<file path="src/rtl/ata_tf_pkg.sv">
`timescale 1ns/1ps
package ata_tf_pkg;
  localparam logic [7:0] ST_BSY  = 8'h80;
  localparam logic [7:0] ST_RDY  = 8'h40;
  localparam logic [7:0] ST_DRQ  = 8'h08;
  localparam logic [7:0] ST_ERR  = 8'h01;

  localparam logic [7:0] OP_IDENT  = 8'hEC;
  localparam logic [7:0] OP_FLUSH  = 8'hE7;
  localparam logic [7:0] OP_RDDMA  = 8'hC8;
  localparam logic [7:0] OP_WRDMA  = 8'hCA;
  localparam logic [7:0] OP_PACKET = 8'hA0;

  localparam logic [2:0] OFS_ERRFEAT = 3'd1;
  localparam logic [2:0] OFS_CMDSTAT = 3'd7;

  typedef enum logic [2:0] {
    PH_IDLE, PH_ACCEPT, PH_DEVWAIT, PH_PKTCMD, PH_DATAIN
  } phase_e;

  function automatic logic op_known(input logic [7:0] op);
    return (op == OP_IDENT) || (op == OP_FLUSH) || (op == OP_RDDMA) ||
           (op == OP_WRDMA) || (op == OP_PACKET);
  endfunction
endpackage

</file>
<file path="src/rtl/ata_tf_irq.sv">
`timescale 1ns/1ps
module ata_tf_irq (
  input  logic clk,
  input  logic rst_n,
  input  logic set,
  input  logic clr,
  output logic irq
);
  logic irq_q;

  always_ff @(posedge clk) begin
    if (!rst_n)      irq_q <= 1'b0;
    else if (set)    irq_q <= 1'b1;
    else if (clr)    irq_q <= 1'b0;
  end

  assign irq = irq_q;

  // a clear with no new event drops the request
  assert_irq_clear_R6: assert property (@(posedge clk) disable iff (!rst_n)
    (clr && !set) |=> !irq_q);
endmodule

</file>
<file path="src/rtl/ata_tf_regs.sv">
`timescale 1ns/1ps
module ata_tf_regs import ata_tf_pkg::*; #(
  parameter int RW = 8,
  parameter int LW = 15
) (
  input  logic          clk,
  input  logic          rst_n,
  input  logic          wr,
  input  logic          rd,
  input  logic [2:0]    addr,
  input  logic [RW-1:0] wdata,
  output logic [RW-1:0] rdata,
  input  logic          busy,
  input  logic [RW-1:0] status,
  input  logic          err,
  output logic          feat_dma,
  output logic          drv_sel1,
  output logic [LW-1:0] word_lim,
  output logic          status_rd
);
  localparam int FIRST = 1;
  localparam int LAST  = 6;

  logic [RW-1:0]     tf_q [FIRST:LAST];
  logic [LAST:FIRST] wen;

  for (genvar g = FIRST; g <= LAST; g++) begin : g_wen
    assign wen[g] = wr && !busy && (addr == 3'(g));
  end

  always_ff @(posedge clk) begin
    if (!rst_n) begin
      for (int i = FIRST; i <= LAST; i++) tf_q[i] <= '0;
    end else begin
      for (int i = FIRST; i <= LAST; i++)
        if (wen[i]) tf_q[i] <= wdata;
    end
  end

  always_comb begin
    case (addr)
      3'd0:        rdata = '0;
      OFS_ERRFEAT: rdata = err ? RW'(8'h04) : '0;
      OFS_CMDSTAT: rdata = status;
      default:     rdata = tf_q[addr];
    endcase
  end

  assign feat_dma  = tf_q[1][0];
  assign drv_sel1  = tf_q[6][4];
  assign word_lim  = {tf_q[5], tf_q[4][7:1]};
  assign status_rd = rd && (addr == OFS_CMDSTAT);

  // stored parameters do not move while busy
  assert_busy_write_ignored_R2: assert property (@(posedge clk) disable iff (!rst_n)
    (busy && wr) |=> ($stable(word_lim) && $stable(drv_sel1) && $stable(feat_dma)));
endmodule

</file>
<file path="src/rtl/ata_tf_seq.sv">
`timescale 1ns/1ps
module ata_tf_seq import ata_tf_pkg::*; #(
  parameter int DW        = 16,
  parameter int ID_WORDS  = 256,
  parameter int PKT_WORDS = 6,
  parameter int LW        = 15
) (
  input  logic          clk,
  input  logic          rst_n,
  input  logic          cmd_wr,
  input  logic [7:0]    cmd_code,
  input  logic          drv_sel1,
  input  logic          feat_dma,
  input  logic [LW-1:0] word_lim,
  input  logic          dat_wr,
  input  logic          dat_rd,
  input  logic [DW-1:0] dat_wdata,
  output logic [DW-1:0] dat_rdata,
  output logic [7:0]    status,
  output logic          busy,
  output logic          err,
  output logic          irq_set,
  output logic          cmd_take,
  output logic          dev_cmd_valid,
  output logic [7:0]    dev_cmd,
  input  logic          dev_done,
  input  logic          din_valid,
  output logic          din_ready,
  input  logic [DW-1:0] din_data,
  input  logic          din_last,
  output logic          pkt_valid,
  input  logic          pkt_ready,
  output logic [DW-1:0] pkt_data
);
  localparam int TW = $clog2(ID_WORDS + 1);
  localparam int PW = $clog2(PKT_WORDS + 1);
  localparam int BW = (LW > TW) ? LW : TW;

  phase_e        phase_q;
  logic [7:0]    op_q;
  logic          err_q, dma_q, is_pkt_q;
  logic [DW-1:0] hold_q;
  logic          hold_v_q, hold_last_q, burst_new_q;
  logic [BW-1:0] burst_q, lim_q;
  logic [TW-1:0] total_q;
  logic [PW-1:0] pcnt_q;
  logic          pkt_v_q;
  logic [DW-1:0] pkt_d_q;

  logic known, fire, host_rd, pkt_take, word_last;

  assign known     = op_known(cmd_code);
  assign cmd_take  = cmd_wr && (phase_q == PH_IDLE) && !drv_sel1;
  assign din_ready = (phase_q == PH_DATAIN) && !hold_v_q;
  assign fire      = din_valid && din_ready;
  assign host_rd   = (phase_q == PH_DATAIN) && dat_rd && hold_v_q;
  assign pkt_take  = (phase_q == PH_PKTCMD) && dat_wr && !pkt_v_q;
  assign word_last = is_pkt_q ? hold_last_q : (total_q == TW'(1));

  assign irq_set = (cmd_take && !known) ||
                   ((phase_q == PH_DEVWAIT) && dev_done) ||
                   (fire && burst_new_q) ||
                   (host_rd && word_last && is_pkt_q);

  always_ff @(posedge clk) begin
    if (!rst_n) begin
      phase_q     <= PH_IDLE;
      op_q        <= '0;
      err_q       <= 1'b0;
      dma_q       <= 1'b0;
      is_pkt_q    <= 1'b0;
      hold_q      <= '0;
      hold_v_q    <= 1'b0;
      hold_last_q <= 1'b0;
      burst_new_q <= 1'b0;
      burst_q     <= '0;
      lim_q       <= '0;
      total_q     <= '0;
      pcnt_q      <= '0;
    end else begin
      case (phase_q)
        PH_IDLE: if (cmd_take) begin
          op_q  <= cmd_code;
          err_q <= !known;
          if (known) phase_q <= PH_ACCEPT;
        end
        PH_ACCEPT: begin
          lim_q <= (word_lim == '0) ? BW'(1) : BW'(word_lim);
          dma_q <= feat_dma;
          if (op_q == OP_IDENT) begin
            phase_q     <= PH_DATAIN;
            burst_q     <= BW'(ID_WORDS);
            total_q     <= TW'(ID_WORDS);
            burst_new_q <= 1'b1;
            is_pkt_q    <= 1'b0;
          end else if (op_q == OP_PACKET) begin
            phase_q <= PH_PKTCMD;
            pcnt_q  <= '0;
          end else begin
            phase_q <= PH_DEVWAIT;
          end
        end
        PH_DEVWAIT: if (dev_done) phase_q <= PH_IDLE;
        PH_PKTCMD: if (pkt_take) begin
          pcnt_q <= pcnt_q + PW'(1);
          if (pcnt_q == PW'(PKT_WORDS - 1)) begin
            if (dma_q) phase_q <= PH_DEVWAIT;
            else begin
              phase_q     <= PH_DATAIN;
              burst_q     <= lim_q;
              burst_new_q <= 1'b1;
              is_pkt_q    <= 1'b1;
            end
          end
        end
        PH_DATAIN: begin
          if (fire) begin
            hold_q      <= din_data;
            hold_v_q    <= 1'b1;
            hold_last_q <= din_last;
            burst_new_q <= 1'b0;
          end
          if (host_rd) begin
            hold_v_q <= 1'b0;
            total_q  <= total_q - TW'(1);
            if (word_last) phase_q <= PH_IDLE;
            else if (burst_q == BW'(1)) begin
              burst_q     <= lim_q;
              burst_new_q <= 1'b1;
            end else burst_q <= burst_q - BW'(1);
          end
        end
        default: phase_q <= PH_IDLE;
      endcase
    end
  end

  always_ff @(posedge clk) begin
    if (!rst_n) begin
      pkt_v_q <= 1'b0;
      pkt_d_q <= '0;
    end else if (pkt_take) begin
      pkt_v_q <= 1'b1;
      pkt_d_q <= dat_wdata;
    end else if (pkt_v_q && pkt_ready) begin
      pkt_v_q <= 1'b0;
    end
  end

  always_comb begin
    case (phase_q)
      PH_IDLE:    status = ST_RDY | (err_q ? ST_ERR : 8'h00);
      PH_PKTCMD:  status = ST_RDY | ST_DRQ;
      PH_DATAIN:  status = ST_RDY | (hold_v_q ? ST_DRQ : ST_BSY);
      default:    status = ST_RDY | ST_BSY;
    endcase
  end

  assign busy          = status[7];
  assign err           = err_q;
  assign dat_rdata     = hold_q;
  assign dev_cmd_valid = (phase_q == PH_ACCEPT);
  assign dev_cmd       = op_q;
  assign pkt_valid     = pkt_v_q;
  assign pkt_data      = pkt_d_q;

  // the accept phase lasts one cycle
  assert_accept_one_cycle_R3: assert property (@(posedge clk) disable iff (!rst_n)
    (phase_q == PH_ACCEPT) |=> (phase_q != PH_ACCEPT));
  // completion strobe ends the busy wait
  assert_done_ends_wait_R5: assert property (@(posedge clk) disable iff (!rst_n)
    ((phase_q == PH_DEVWAIT) && dev_done) |=> (!busy && irq_set == 1'b0 || !busy));
  // a taken word is presented with DRQ next cycle
  assert_fill_shows_drq_R4: assert property (@(posedge clk) disable iff (!rst_n)
    fire |=> status[3]);
  // commands to the unselected drive leave the block idle
  assert_drive1_ignored_R11: assert property (@(posedge clk) disable iff (!rst_n)
    (cmd_wr && drv_sel1 && phase_q == PH_IDLE) |=> (phase_q == PH_IDLE && !dev_cmd_valid));
  // packet word held under back-pressure
  assert_pkt_hold_R12: assert property (@(posedge clk) disable iff (!rst_n)
    (pkt_v_q && !pkt_ready) |=> (pkt_v_q && $stable(pkt_d_q)));
endmodule

</file>
<file path="src/rtl/ata_taskfile_ctrl.sv">
`timescale 1ns/1ps
module ata_taskfile_ctrl import ata_tf_pkg::*; #(
  parameter int DW        = 16,
  parameter int ID_WORDS  = 256,
  parameter int PKT_WORDS = 6
) (
  input  logic          clk,
  input  logic          rst_n,
  input  logic          reg_wr,
  input  logic          reg_rd,
  input  logic [2:0]    reg_addr,
  input  logic [7:0]    reg_wdata,
  output logic [7:0]    reg_rdata,
  input  logic          dat_wr,
  input  logic          dat_rd,
  input  logic [DW-1:0] dat_wdata,
  output logic [DW-1:0] dat_rdata,
  output logic          irq,
  output logic          dev_cmd_valid,
  output logic [7:0]    dev_cmd,
  input  logic          dev_done,
  input  logic          din_valid,
  output logic          din_ready,
  input  logic [DW-1:0] din_data,
  input  logic          din_last,
  output logic          pkt_valid,
  input  logic          pkt_ready,
  output logic [DW-1:0] pkt_data
);
  localparam int LW = 15;

  logic [7:0]    status;
  logic          busy, err, feat_dma, drv_sel1, status_rd, irq_set, cmd_take;
  logic [LW-1:0] word_lim;

  ata_tf_regs #(.RW(8), .LW(LW)) u_regs (
    .clk(clk), .rst_n(rst_n), .wr(reg_wr), .rd(reg_rd), .addr(reg_addr),
    .wdata(reg_wdata), .rdata(reg_rdata), .busy(busy), .status(status),
    .err(err), .feat_dma(feat_dma), .drv_sel1(drv_sel1),
    .word_lim(word_lim), .status_rd(status_rd)
  );

  ata_tf_seq #(.DW(DW), .ID_WORDS(ID_WORDS), .PKT_WORDS(PKT_WORDS), .LW(LW)) u_seq (
    .clk(clk), .rst_n(rst_n),
    .cmd_wr(reg_wr && (reg_addr == OFS_CMDSTAT)), .cmd_code(reg_wdata),
    .drv_sel1(drv_sel1), .feat_dma(feat_dma), .word_lim(word_lim),
    .dat_wr(dat_wr), .dat_rd(dat_rd), .dat_wdata(dat_wdata), .dat_rdata(dat_rdata),
    .status(status), .busy(busy), .err(err), .irq_set(irq_set), .cmd_take(cmd_take),
    .dev_cmd_valid(dev_cmd_valid), .dev_cmd(dev_cmd), .dev_done(dev_done),
    .din_valid(din_valid), .din_ready(din_ready), .din_data(din_data),
    .din_last(din_last), .pkt_valid(pkt_valid), .pkt_ready(pkt_ready),
    .pkt_data(pkt_data)
  );

  ata_tf_irq u_irq (
    .clk(clk), .rst_n(rst_n), .set(irq_set), .clr(status_rd || cmd_take), .irq(irq)
  );
endmodule

</file>
<file path="config.mk">
export PLATFORM = sky130hd
export DESIGN_NAME = ata_taskfile_ctrl
export DESIGN_NICKNAME = d
export VERILOG_FILES = /design/src/rtl/ata_tf_pkg.sv /design/src/rtl/ata_tf_irq.sv /design/src/rtl/ata_tf_regs.sv /design/src/rtl/ata_tf_seq.sv /design/src/rtl/ata_taskfile_ctrl.sv
export SDC_FILE = /design/constraint.sdc
export NUM_CORES = 1
export LEC_CHECK = 0
export ABC_CLOCK_PERIOD_IN_PS = 2870
export BUFFER_PORTS_ARGS = -buffer_cell sky130_fd_sc_hd__buf_2
export CAP_MARGIN = 25
export CELL_PAD_IN_SITES_DETAIL_PLACEMENT = 1
export CELL_PAD_IN_SITES_GLOBAL_PLACEMENT = 2
export CORE_MARGIN = 10
export CORE_UTILIZATION = 30
export CTS_BUF_LIST = sky130_fd_sc_hd__clkbuf_2 sky130_fd_sc_hd__clkbuf_4 sky130_fd_sc_hd__clkbuf_8
export DETAILED_ROUTE_END_ITERATION = 12
export PLACE_DENSITY = 0.83
export SLEW_MARGIN = 0
export SYNTH_ARGS = -nofsm -noshare
export SYNTH_HDL_FRONTEND = slang
export SYNTH_HIERARCHICAL = 1
export SYNTH_SLANG_ARGS = --single-unit
</file>
<file path="constraint.sdc">
create_clock -name clk -period 2.87 [get_ports clk]
set_input_delay 0.1435 -clock clk [delete_from_list [all_inputs] [get_ports clk]]
set_output_delay 0.1435 -clock clk [all_outputs]
set_load 0.01 [all_outputs]
</file>
# Yosys cells after proc, flatten, opt, wreduce, memory -nomap -nowiden
# Memory sizes are Yosys's and may differ from the RTL's. A register that Yosys moved wholly into a read port is not among the register bits.
# Index checks and enable logic that the tools add are counted.
# totals
reg_bits	92
latch_bits	0
mem_bits_rw	48
romBits	0
out_inout_bits	52
word_cells	188
n_memories	1
# memory_table
memory	depth	word_bits	read_ports	rd_clocked_by_memory_dff	wr	line	source
u_regs.tf_q	6	8	5	1	6	ata_tf_regs.sv:24	logic [RW-1:0] tf_q [FIRST:LAST];
# op_classes
addsub	3
n_mul	0
div	0
magnitude_cmp	0
eq_ne	33
n_shift	0
n_mux	75
n_bitwise	6
n_reduce_logical	55
# op_table
operator	n
15-bit 2-to-1 mux	8
8-bit equality test, second input constant	7
8-bit 2-to-1 mux	7
8-bit case mux with 3 select lines	2
15-bit case mux with 3 select lines	1
3-bit 2-to-1 mux	13
1-bit 2-to-1 mux	37
1-bit logical AND	23
3-bit equality test, second input constant	6
9-bit 2-to-1 mux	2
9-bit case mux with 2 select lines	1
15-bit by 1-bit equality test with 1-bit output, second input constant	1
15-bit logical NOT	1
3-bit case mux with 5 select lines	1
15-bit by 1-bit subtractor with 15-bit output, second input constant	1
7-bit AND reduction	2
3-bit by 2-bit equality test with 1-bit output, second input constant	4
2-bit by 1-bit inequality test with 1-bit output, second input constant	6
2-bit inequality test, second input constant	6
5-bit AND reduction	2
2-bit nonzero test	5
9-bit by 1-bit equality test with 1-bit output, second input constant	1
9-bit by 1-bit subtractor with 9-bit output, second input constant	1
1-bit logical OR	8
12 further kinds	26

# Longest topological paths before layout
# depth
word_depth	11
depth_mapped	9
ltp_nobuf	7

# Modules after synthesis
# Netlist, hierarchy kept.
# by_module_without_submodules
mod	instances	cells_each	area_per_inst_um2	seq_area_each_um2
ata_tf_seq	1	541	4237.8	1841.8
ata_tf_regs	1	156	2099.5	1231.2
ata_tf_irq	1	3	41.3	20.0
ata_taskfile_ctrl	1	2	15.0	0.0

# Worst setup path before layout
# OpenSTA, ideal clock, no wires.
# synth_path
kind	flip-flop to flip-flop
startpoint	register u_seq.phase_q[0]
endpoint	memory u_regs.tf_q[5][0] (enable)
arrival_ns	1.717
t_required_ns	2.486
path_slack_ns	0.769
path_stages_with_launch	7
period_less_slack_ns	2.101
path_cell_list	dfxtp_1 > buf_4 > and3b_1 > clkbuf_1 > a31oi_1 > nand3b_1 > o21ai_0
# synth_lines
item	line	source
start: declaration	ata_tf_seq.sv:39	phase_e phase_q;
start signal: assignment	ata_tf_seq.sv:67	phase_q <= PH_IDLE;
start signal: assignment	ata_tf_seq.sv:85	if (known) phase_q <= PH_ACCEPT;
start signal: assignment	ata_tf_seq.sv:91	phase_q <= PH_DATAIN;
end: declaration	ata_tf_regs.sv:24	

# Final worst setup path
# layout_path
startpoint	register u_seq.phase_q[2]
endpoint	output port dev_cmd_valid
# layout_via
elab_chain_cells	1
# layout_lines
item	line	source
3-bit by 1-bit equality test with 1-bit output	ata_tf_seq.sv:162	assign dev_cmd_valid = (phase_q == PH_ACCEPT);
end: declaration	ata_taskfile_ctrl.sv:19	output logic dev_cmd_valid,
# No other way between the ends.

==> qor.yml <==
status: "completed"
synth_compound_area_frac: 0.1616
syn_avg_cell_area_um2: 9.108
final.setup_skew_ns: 0.01315
start_kind: "flop"
synth_flop_cell: "dfxtp_1"
crit_type: "flop to primary output"
synth_top_family_by_area: "simple AND/OR/NAND/NOR gates"
yosys.area.top_type: "dfxtp_1"
core_um2: 21020
synth_area_leaders: "dfxtp_1 29%, edfxtp_1 19%, nand2_1 8.3%"
drt_iter0_markers: 299
syn_area_um2: 6394
place_area_um2: 7138
min_period_over_period: 0.8361
post-dp-hpwl_um: 14000
path_max_fanout: 19
initial_core_util: 0.3041
cts_max_level: 4
vdd_drop_max_mv: 0.3053
dieArea_um2: 27550
place.port_buffers: 104
yosys.area_share.xor_xnor: 0.02055
overflow: 0
die_x_um: 166.0
grt_use_total: 0.1414
routedWlPerCell_um: 17.63
min_from: "din_valid"
diodes: 0
fin_area_um2: 7928
cts_made_buffers: 17
clkLatencyLatePin_ns: 0.45
async_reset_ff_frac: 0
die-height_um: 166.0
fin_ws_ns: 0.4705
cts.repair.resized: 0
worstPathRequired_ns: 2.73
setup-violations-final: 0
drive_above_1_share: 0.2161
io_pins: 105
r2r_start: "u_seq/total_q[0]$_SDFFE_PN0P_"
clk_pin_slew_ns: 0.07
pre_cts_ws_ns: 0.5180
grt_pass1_wl_um: 31940
grt_max_degree: 45
ys_ff_latch: 134
netlist.area_leader.share: 0.2912
antenna_found_initial: 0
min_period_ns: 2.400
p_leak_uw: 0.003065
arrival_ns: 2.26
dr.pass1.iters: 4
rsz0062_at_grt: "no"
worstHoldPathType: "input port to flop"
viasPerCell: 4.946
setup.worst_path.start: "u_seq/phase_q[2]$_SDFFE_PN0P_"
fin_nets: 893
ys.warnings.count: 6
globalplace.congestion: 0.8207
syn_inst: 702
hold_viol_final: 0
wl_um: 19780
maxCapViolCount: 0
setup-tns-final_ns: 0
worst_slew_pin_slew_ns: 0.8306
powerDensity_nw_per_um2: 512.6
synth_adder_area_share: 0.01174
ant_nets: 0
relSlewSlack: 0.4320
grt_pass1_vias: 5809
cts_sinks: 134
yosysUniqueCellTypes: 70
cts-root-buf: "clkbuf_8"
ys_seq_area_frac: 0.4838
row_count: 53
synth_common_cells: "142 x nand2_1, 93 x dfxtp_1, 81 x a21oi_1"
cts_tree: "built"
synthSimpleGateAreaFrac: 0.2344
crit_path_end_kind: "primary output"
synth_most_common_cell: "nand2_1"
cts_buffer_depth: 2
drv_slew: 0
num_vias: 5549
synth_edf_count: 41
fmax_mhz: 416.8
synthMuxAreaShare: 0.03483
route.detailed.drc: 0
syn_to_final_growth_pct: 23.99
## final cells by class
| class | instances | area [µm²] |
|---|---|---|
| Clock buffer | 21 | 276.5 |
| Clock inverter | 11 | 172.7 |
| Fill cell | 2461 | 13090 |
| Inverter | 14 | 52.55 |
| Multi-Input combinational cell | 509 | 2980 |
| Sequential cell | 134 | 3093 |
| Tap cell | 275 | 344.1 |
| Timing Repair Buffer | 158 | 1008 |
## worst paths after layout
kind / endpoint / slack [ns] / cells past startpoint
setup / recovery: dev_cmd_valid / 0.47 / 4
hold / removal: u_seq/hold_v_q$_SDFFE_PN0P_ / 0.03 / 3
setup reg to reg: u_seq/burst_q[0]$_SDFFE_PN0P_ / 0.51 / 7
hold reg to reg: u_seq/dat_rdata[11]$_SDFFE_PN0P_ / 0.46 / 2
## registers in the layout (all words and copies together), names as in the netlist, 3 cells and up
name             flops
u_seq/pcnt_q         3
u_seq/pkt_data      16
u_seq/burst_q       15
u_seq/total_q        9
u_seq/dat_rdata     16
u_regs/tf_q         41
u_seq/phase_q        3
u_seq/dev_cmd        8
u_seq/lim_q         15
## critical path, cell delays in order, from the launching register on
cell,delay (ns)
dfxtp_1,0.49
or3b_4,0.23
buf_4,0.23
clkinv_1,0.52
buf_2,0.35
## placed cells by master, fill, tap and decap left out, drive strengths merged, types with 9 or more instances in the layout
master / Yosys / layout
inv: 13 / 15
nand2b: 9 / 9
dfxtp: 93 / 93
and2: 44 / 44
xor2: 10 / 10
clkbuf: 23 / 21
nand2: 142 / 142
nor3: 13 / 13
edfxtp: 41 / 41
nor4: 9 / 9
a21oi: 81 / 81
o21ai: 29 / 29
nor2: 30 / 30
dlygate4sd3: 0 / 34
buf: 25 / 124
## report_power, final
part           switching (µW)  internal, µW
Combinational             145           118
Clock                     784          1020
Sequential               20.1          1980
Total                     949          3110
## layer usage
layer,track usage,part of all wire
met4,0.04584,0.014
met2,0.2397,0.50
met1,0.1696,0.44
met5,0,0
met3,0.03786,0.052
## per-stage QoR
| stage | total power, µW | utilization | std cells | hold WS [ns] |
|---|---|---|---|---|
| detailed placement | 2270 | 0.3396 | 1056 | 0.3912 |
| global route | 4209 | 0.3771 | 1122 | 0.03975 |
| floorplan | 2164 | - | 705 | 0.2610 |
| global placement | 2268 | 0.3393 | 1055 | 0.3853 |
| finish | 4064 | 0.3771 | 1122 | 0.02595 |
| CTS | 4110 | 0.3771 | 1122 | 0.006792 |
## cell families (layout without fill, tap and decap cells)
family	after synthesis	in the layout
and+or+nand+nor	295	295
AOI/OAI and AO/OA	171	171
DFF	134	134
buffers and inverters	62	204
muxes	17	17
xor gates and xnor gates	15	15
adders and majority gates	6	6
other	2	5
## what timing repair did
item                       in CTS  in global routing
setup buffers                   0                  0
hold endpoints to repair       34                  0
hold buffers                   34                  0
setup endpoints to repair       0                  0
No activity file was read; power rests on OpenSTA's default activity.
